==> config.mk <==
export PLATFORM = sky130hd
export DESIGN_NAME = iq_pi_ctrl
export DESIGN_NICKNAME = d
export VERILOG_FILES = /design/src/rtl/iqpi_pkg.sv /design/src/rtl/iqpi_prop.sv /design/src/rtl/iqpi_integ.sv /design/src/rtl/iqpi_drive.sv /design/src/rtl/iq_pi_ctrl.sv
export SDC_FILE = /design/constraint.sdc
export NUM_CORES = 2
export LEC_CHECK = 0
export BUFFER_PORTS_ARGS = -buffer_cell sky130_fd_sc_hd__buf_2
export CORE_MARGIN = 2
export CORE_UTILIZATION = 65
export DETAILED_ROUTE_END_ITERATION = 8
export PLACE_DENSITY = 0.93
export SLEW_MARGIN = 0
export SYNTH_ARGS = -nofsm -noshare
export SYNTH_HDL_FRONTEND = slang
export SYNTH_HIERARCHICAL = 1
export SYNTH_SLANG_ARGS = --single-unit
==> constraint.sdc <==
create_clock -name clk -period 18.3 [get_ports clk]
set_clock_uncertainty 0.2 [all_clocks]
set_input_delay 2.745 -clock clk [delete_from_list [all_inputs] [get_ports clk]]
set_output_delay 2.745 -clock clk [all_outputs]
set_load 0.01 [all_outputs]
==> src/rtl/iqpi_pkg.sv <==
`timescale 1ns/1ps
package iqpi_pkg;
  localparam int SMP_W     = 14;
  localparam int SET_W     = 16;
  localparam int SET_SHIFT = SET_W - SMP_W;
  localparam int SAT_HI    = 2**(SMP_W-1) - 1;
  localparam int SAT_LO    = -(2**(SMP_W-1));

  typedef logic signed [SMP_W-1:0] smp_t;
  typedef logic signed [SET_W-1:0] set_t;

  typedef struct packed {
    logic q;
    logic fb_on;
    logic ff_on;
    smp_t ff;
  } tag_t;
endpackage

==> src/rtl/iqpi_prop.sv <==
`timescale 1ns/1ps
module iqpi_prop
  import iqpi_pkg::*;
#(
  parameter int GAIN_W  = 16,
  parameter int KP_FRAC = 8
) (
  input  logic              clk,
  input  logic              rst_n,
  input  smp_t              adc_in,
  input  set_t              sp_in,
  input  logic [GAIN_W-1:0] kp,
  input  tag_t              tag_in,
  output smp_t              p_out,
  output tag_t              tag_out
);
  localparam int ERR_W   = SET_W + 1;
  localparam int PRD_W   = ERR_W + GAIN_W + 1;
  localparam int P_SHIFT = KP_FRAC + SET_SHIFT;
  localparam logic signed [PRD_W-1:0] HI_P = PRD_W'(SAT_HI);
  localparam logic signed [PRD_W-1:0] LO_P = PRD_W'(SAT_LO);

  logic signed [ERR_W-1:0] err_r, err_nxt;
  logic signed [PRD_W-1:0] prd_r, prd_nxt, prd_sh;
  smp_t                    p_r, p_nxt;
  tag_t                    t1_r, t2_r, t3_r;

  // stage 1: error against the scaled measurement
  always_comb begin
    err_nxt = ERR_W'(sp_in) - (ERR_W'(adc_in) <<< SET_SHIFT);
  end

  // stage 2: proportional product, gain zero-extended
  always_comb begin
    prd_nxt = $signed(PRD_W'(err_r)) * $signed(PRD_W'({1'b0, kp}));
  end

  // stage 3: scale back and clamp
  always_comb begin
    prd_sh = prd_r >>> P_SHIFT;
    if (prd_sh > HI_P)      p_nxt = smp_t'(SAT_HI);
    else if (prd_sh < LO_P) p_nxt = smp_t'(SAT_LO);
    else                    p_nxt = prd_sh[SMP_W-1:0];
  end

  always_ff @(posedge clk or negedge rst_n) begin
    if (!rst_n) begin
      err_r <= '0;
      prd_r <= '0;
      p_r   <= '0;
      t1_r  <= '0;
      t2_r  <= '0;
      t3_r  <= '0;
    end else begin
      err_r <= err_nxt;
      prd_r <= prd_nxt;
      p_r   <= p_nxt;
      t1_r  <= tag_in;
      t2_r  <= t1_r;
      t3_r  <= t2_r;
    end
  end

  assign p_out   = p_r;
  assign tag_out = t3_r;

  // a matched set-point gives a zero proportional term three edges later
  assert_zero_err_R3: assert property (@(posedge clk) disable iff (!rst_n)
    ((ERR_W'(sp_in) == (ERR_W'(adc_in) <<< SET_SHIFT)) |=> ##2 (p_r == '0)));
endmodule

==> src/rtl/iqpi_integ.sv <==
`timescale 1ns/1ps
module iqpi_integ
  import iqpi_pkg::*;
#(
  parameter int GAIN_W  = 16,
  parameter int KI_FRAC = 16,
  parameter int ACC_W   = 41
) (
  input  logic              clk,
  input  logic              rst_n,
  input  smp_t              p_in,
  input  tag_t              tag_in,
  input  logic [GAIN_W-1:0] ki,
  output smp_t              fb_out,
  output logic              q_out,
  output logic              ff_on_out,
  output smp_t              ff_out
);
  localparam int IP_W = SMP_W + GAIN_W + 1;
  localparam int SW   = ACC_W + 1;
  localparam logic signed [SW-1:0] ACC_HI = SW'({1'b0, {(ACC_W-1){1'b1}}});
  localparam logic signed [SW-1:0] ACC_LO = ~ACC_HI;
  localparam logic signed [SW-1:0] OUT_HI = SW'(SAT_HI);
  localparam logic signed [SW-1:0] OUT_LO = SW'(SAT_LO);

  logic signed [IP_W-1:0]  ip_r, ip_nxt;
  smp_t                    pd_r;
  tag_t                    t4_r, t5_r;
  logic signed [ACC_W-1:0] acc_i, acc_q, acc_sel, acc_new, itrm;
  logic signed [ACC_W-1:0] acc_i_nxt, acc_q_nxt;
  logic                    acc_i_en, acc_q_en;
  logic signed [SW-1:0]    sum_w, fb_w;
  smp_t                    fb_r, fb_nxt;

  // stage 4: integral product
  always_comb begin
    ip_nxt = $signed(IP_W'(p_in)) * $signed(IP_W'({1'b0, ki}));
  end

  // stage 5: per-component accumulate, clamp, combine with p
  always_comb begin
    acc_sel = t4_r.q ? acc_q : acc_i;
    sum_w   = SW'(acc_sel) + SW'(ip_r);
    if (sum_w > ACC_HI)      acc_new = ACC_HI[ACC_W-1:0];
    else if (sum_w < ACC_LO) acc_new = ACC_LO[ACC_W-1:0];
    else                     acc_new = sum_w[ACC_W-1:0];
    itrm = acc_new >>> KI_FRAC;
    fb_w = SW'(pd_r) + SW'(itrm);

    acc_i_en  = !t4_r.fb_on || !t4_r.q;
    acc_q_en  = !t4_r.fb_on ||  t4_r.q;
    acc_i_nxt = t4_r.fb_on ? acc_new : '0;
    acc_q_nxt = t4_r.fb_on ? acc_new : '0;

    if (!t4_r.fb_on)       fb_nxt = '0;
    else if (fb_w > OUT_HI) fb_nxt = smp_t'(SAT_HI);
    else if (fb_w < OUT_LO) fb_nxt = smp_t'(SAT_LO);
    else                    fb_nxt = fb_w[SMP_W-1:0];
  end

  always_ff @(posedge clk or negedge rst_n) begin
    if (!rst_n) begin
      ip_r <= '0;
      pd_r <= '0;
      t4_r <= '0;
      t5_r <= '0;
      fb_r <= '0;
    end else begin
      ip_r <= ip_nxt;
      pd_r <= p_in;
      t4_r <= tag_in;
      t5_r <= t4_r;
      fb_r <= fb_nxt;
    end
  end

  always_ff @(posedge clk or negedge rst_n) begin
    if (!rst_n)        acc_i <= '0;
    else if (acc_i_en) acc_i <= acc_i_nxt;
  end

  always_ff @(posedge clk or negedge rst_n) begin
    if (!rst_n)        acc_q <= '0;
    else if (acc_q_en) acc_q <= acc_q_nxt;
  end

  assign fb_out    = fb_r;
  assign q_out     = t5_r.q;
  assign ff_on_out = t5_r.ff_on;
  assign ff_out    = t5_r.ff;

  assert_clear_R7: assert property (@(posedge clk) disable iff (!rst_n)
    (!t4_r.fb_on |=> (acc_i == '0 && acc_q == '0 && fb_r == '0)));
  assert_i_kept_R5: assert property (@(posedge clk) disable iff (!rst_n)
    ((t4_r.fb_on && t4_r.q) |=> (acc_i == $past(acc_i))));
  assert_q_kept_R5: assert property (@(posedge clk) disable iff (!rst_n)
    ((t4_r.fb_on && !t4_r.q) |=> (acc_q == $past(acc_q))));
endmodule

==> src/rtl/iqpi_drive.sv <==
`timescale 1ns/1ps
module iqpi_drive
  import iqpi_pkg::*;
(
  input  logic clk,
  input  logic rst_n,
  input  smp_t fb_in,
  input  logic q_in,
  input  logic ff_on,
  input  smp_t ff_in,
  output smp_t drive_out,
  output logic q_out
);
  localparam int DW = SMP_W + 1;
  localparam logic signed [DW-1:0] HI_D = DW'(SAT_HI);
  localparam logic signed [DW-1:0] LO_D = DW'(SAT_LO);

  logic signed [DW-1:0] dw;
  smp_t                 drv_r, drv_nxt;
  logic                 q_r;

  // stage 6: feed-forward add and clamp
  always_comb begin
    dw = DW'(fb_in) + (ff_on ? DW'(ff_in) : '0);
    if (dw > HI_D)      drv_nxt = smp_t'(SAT_HI);
    else if (dw < LO_D) drv_nxt = smp_t'(SAT_LO);
    else                drv_nxt = dw[SMP_W-1:0];
  end

  always_ff @(posedge clk or negedge rst_n) begin
    if (!rst_n) begin
      drv_r <= '0;
      q_r   <= 1'b0;
    end else begin
      drv_r <= drv_nxt;
      q_r   <= q_in;
    end
  end

  assign drive_out = drv_r;
  assign q_out     = q_r;

  assert_ff_ignored_R8: assert property (@(posedge clk) disable iff (!rst_n)
    (!ff_on |=> (drv_r == $past(fb_in))));
  assert_ff_only_R7: assert property (@(posedge clk) disable iff (!rst_n)
    ((ff_on && fb_in == '0) |=> (drv_r == $past(ff_in))));
endmodule

==> src/rtl/iq_pi_ctrl.sv <==
`timescale 1ns/1ps
module iq_pi_ctrl
  import iqpi_pkg::*;
#(
  parameter int GAIN_W    = 16,
  parameter int KP_FRAC   = 8,
  parameter int KI_FRAC   = 16,
  parameter int PULSE_LEN = 1024
) (
  input  logic                 clk,
  input  logic                 rst_n,
  input  logic [SMP_W-1:0]     adc_smp,
  input  logic                 adc_is_q,
  input  logic [SET_W-1:0]     sp_smp,
  input  logic [SMP_W-1:0]     ff_smp,
  input  logic [GAIN_W-1:0]    kp,
  input  logic [GAIN_W-1:0]    ki,
  input  logic                 fb_en,
  input  logic                 ff_en,
  output logic [SMP_W-1:0]     drive,
  output logic                 drive_is_q
);
  localparam int ACC_W = SMP_W + GAIN_W + 1 + $clog2(PULSE_LEN);

  logic [1:0] rst_sync;
  logic       rst_sn;
  tag_t       tag_in, tag_p;
  smp_t       p_val, fb_val, ff5, drv;
  logic       q5, ffon5, q6;

  // asynchronous assert, synchronous release
  always_ff @(posedge clk or negedge rst_n) begin
    if (!rst_n) rst_sync <= 2'b00;
    else        rst_sync <= {rst_sync[0], 1'b1};
  end
  assign rst_sn = rst_sync[1];

  always_comb begin
    tag_in.q     = adc_is_q;
    tag_in.fb_on = fb_en;
    tag_in.ff_on = ff_en;
    tag_in.ff    = smp_t'(ff_smp);
  end

  iqpi_prop #(.GAIN_W(GAIN_W), .KP_FRAC(KP_FRAC)) u_prop (
    .clk(clk), .rst_n(rst_sn),
    .adc_in(smp_t'(adc_smp)), .sp_in(set_t'(sp_smp)), .kp(kp),
    .tag_in(tag_in), .p_out(p_val), .tag_out(tag_p)
  );

  iqpi_integ #(.GAIN_W(GAIN_W), .KI_FRAC(KI_FRAC), .ACC_W(ACC_W)) u_integ (
    .clk(clk), .rst_n(rst_sn),
    .p_in(p_val), .tag_in(tag_p), .ki(ki),
    .fb_out(fb_val), .q_out(q5), .ff_on_out(ffon5), .ff_out(ff5)
  );

  iqpi_drive u_drive (
    .clk(clk), .rst_n(rst_sn),
    .fb_in(fb_val), .q_in(q5), .ff_on(ffon5), .ff_in(ff5),
    .drive_out(drv), .q_out(q6)
  );

  assign drive      = drv;
  assign drive_is_q = q6;

  assert_flag_follow_R2: assert property (@(posedge clk) disable iff (!rst_sn)
    (1'b1 |=> (drive_is_q == $past(q5))));
endmodule

==> results_dict.tcl <==
set metrics [dict create \
    num_io_pins 96 \
    crit_fanout 14 \
    grt_util_all_layers_pct 31.3 \
    drc_errors 0 \
    required_ps 18530 \
    end_kind "register" \
    start_util_pct 65.7 \
    syn_area_sq_mm 0.0328 \
    crit_path_frequent_cell "fa_1" \
    wl_per_cell_um 19.5 \
    ys_types 98 \
    timing_worst_setup_path_type "input pin to register" \
    seq_area_frac_synth_pct 22.7 \
    firstDrtPassIters 6 \
    layout_common_cells "inv_1, fa_1, nand2_1" \
    final_common_cell "inv_1" \
    rsz0062_at_grt "no" \
    clock-sinks 297 \
    cts_root_buf "clkbuf_16" \
    num_rows 82 \
    grt.overflow.total 0 \
    cp_cell_sequence "buf_2 > nand2_1 > fa_1 > inv_1 > fa_1 > inv_1 > fa_1 > inv_1 > fa_1 > fa_1 > fa_1 > ha_1 > a21o_1 > a21oi_1 > nor2b_1 > a211oi_1 > o21ai_0 > o21ba_2 > a311o_1 > a21oi_1 > o21ai_0 > xnor2_1" \
    wl_mm 80.1 \
    dp_hpwl_mm 59.1 \
    syn_nets 4220 \
    clk_path_buf_depth 3 \
    nets 4234 \
    drive_gt1_share_pct 7.97 \
    yosys_warnings 6 \
    timing.final.crit_period_ps 8720 \
    cts.clk_slew.worst_paths_ps 60 \
    post_cts_buffers 0 \
    grt_max_degree 85 \
    setup_viol 0 \
    antenna_found_initial 1 \
    gr-usage-met3_pct 5.31 \
    place_congestion 0.947 \
    grt_pass1_vias 26700 \
    async_reset_ff_share_pct 100 \
    synthCells 3400 \
    avgSynthCellArea_sq_um 9.65 \
    ctsHoldBuffers 0 \
    synth-edff-count 0 \
    final_cells 4113 \
    die_area_sq_mm 0.0523 \
    ant_nets 0 \
    cts-htree-levels 2 \
    fp.dieH_um 229 \
    post-route-period-util_pct 47.7 \
    die_x_um 229 \
    cap_violations 0 \
    slew_violations 0 \
    cts_resized 0 \
    max_stage_delay_ps 570 \
    cp_slowest_cell "fa_1" \
    core-area_sq_mm 0.0500 \
    status "finished, final reports clean" \
    cts_tree "done" \
    worst_slew_pin_slew_ps 1260 \
    placedCellCount 4048 \
    syn2layout_area_growth_pct 6.52 \
    synth_seq_cells 297 \
    hold_violations 0 \
    cts_buffers 36 \
    vias 25000 \
    use_met1_pct 39.7 \
    grt_busiest_layer "met2" \
    portBuffers 95 \
    cp.arrival_ps 8960 \
    min_path_type "register to register" \
    clock_latency_ps 560 \
    drt_iter0_drc 2405 \
    slew_headroom_pct 15.7 \
    setup_tns_ps 0 \
    cp-start-kind "input pin" \
    vias_per_cell 6.07 \
    grt_pass1_wl_mm 132 \
    use_met2_pct 52.4 \
    synth_ff_type "dfrtp_1" \
    maxClockFrequency_mhz 115 \
]
[worst paths after layout]
check | from | endpoint | slack, ps | cells past startpoint
setup / recovery | ki[6] | u_integ/ip_r[30] | 9580 | 22
hold / removal | u_prop/t1_r[4] | u_prop/t2_r[4] | 140 | 0
setup reg to reg | u_integ/t4_r[16] | u_integ/fb_out[11] | 9790 | 28
hold reg to reg | u_prop/t1_r[4] | u_prop/t2_r[4] | 140 | 0
max in group asynchronous | rst_sync[1] | u_integ/ff_out[13] | 15290 | 2
min in group asynchronous | rst_sync[1] | u_prop/prd_r[27] | 210 | 0
[sequential cells by signal, summed over array words and instances, names as in the netlist, 24 cells and up]
register,count
u_integ/acc_i,41
u_integ/acc_q,41
u_integ/ip_r,31
u_prop/prd_r,24
[synthesized netlist by cell type (28+ instances only)]
cell,n,area [sq um]
inv_1,570,2140
fa_1,447,8950
nand2_1,379,1420
dfrtp_1,297,7430
ha_1,292,3650
and2_1,231,1450
a21oi_1,147,736
clkbuf_1,116,435
nor2_1,108,405
o21ai_0,89,445
xnor2_1,85,744
o21ai_1,50,250
a21o_1,45,338
mux2_2,41,462
xor2_1,40,350
o21a_1,35,263
nand3_1,31,155
o221a_1,28,315
[critical path: cells and delay by family]
family	cells	cell delay [ps]
buffers and inverters	4	410
adder cells (fa/ha/maj)	7	3470
XOR/XNOR	1	150
AO/OA/AOI/OAI	8	1980
AND/OR/NAND/NOR	2	200
[per-stage QoR]
stage	utilization [%]	setup WS (ps)	area [sq um]	hold WS [ps]
after CTS	69.9	9610	34900	142
after global routing	69.9	9170	34900	139
after global placement	67.4	9140	33700	131
after floorplan	-	9210	32800	131
after detailed placement	67.4	9050	33700	135
final	69.9	9580	34900	139
[layer usage]
layer	routed length, um	part of all wire [%]	vias to the layer above
met5	0	0	-
met4	3890	4.9	0
met3	6110	7.6	338
met2	39200	49	1286
met1	30900	39	12400
li1	-	-	10900
[cells by family after synthesis]
group / Yosys count / share of synthesized area (%)
and+or+nand+nor: 897 / 13.3
adders and majority gates: 743 / 38.5
buffers and inverters: 706 / 8.29
AOI/OAI and AO/OA: 585 / 12.3
DFF: 297 / 22.7
xor gates and xnor gates: 125 / 3.34
muxes: 46 / 1.57
other: 1 / 0.0114
[area by class of cell]
class | count | area (sq um)
well taps | 672 | 841
diodes | 1 | 2.50
multi-input cells | 2397 | 22700
repair buffers | 110 | 588
flip-flops and latches | 297 | 7440
inverters | 572 | 2150
fillers | 3366 | 15000
clock buffers | 41 | 940
clock inverters | 23 | 328
Power is left out: the tool's default activity adds up to more than one toggle a clock period on the data nets, which glitch-free logic cannot reach.
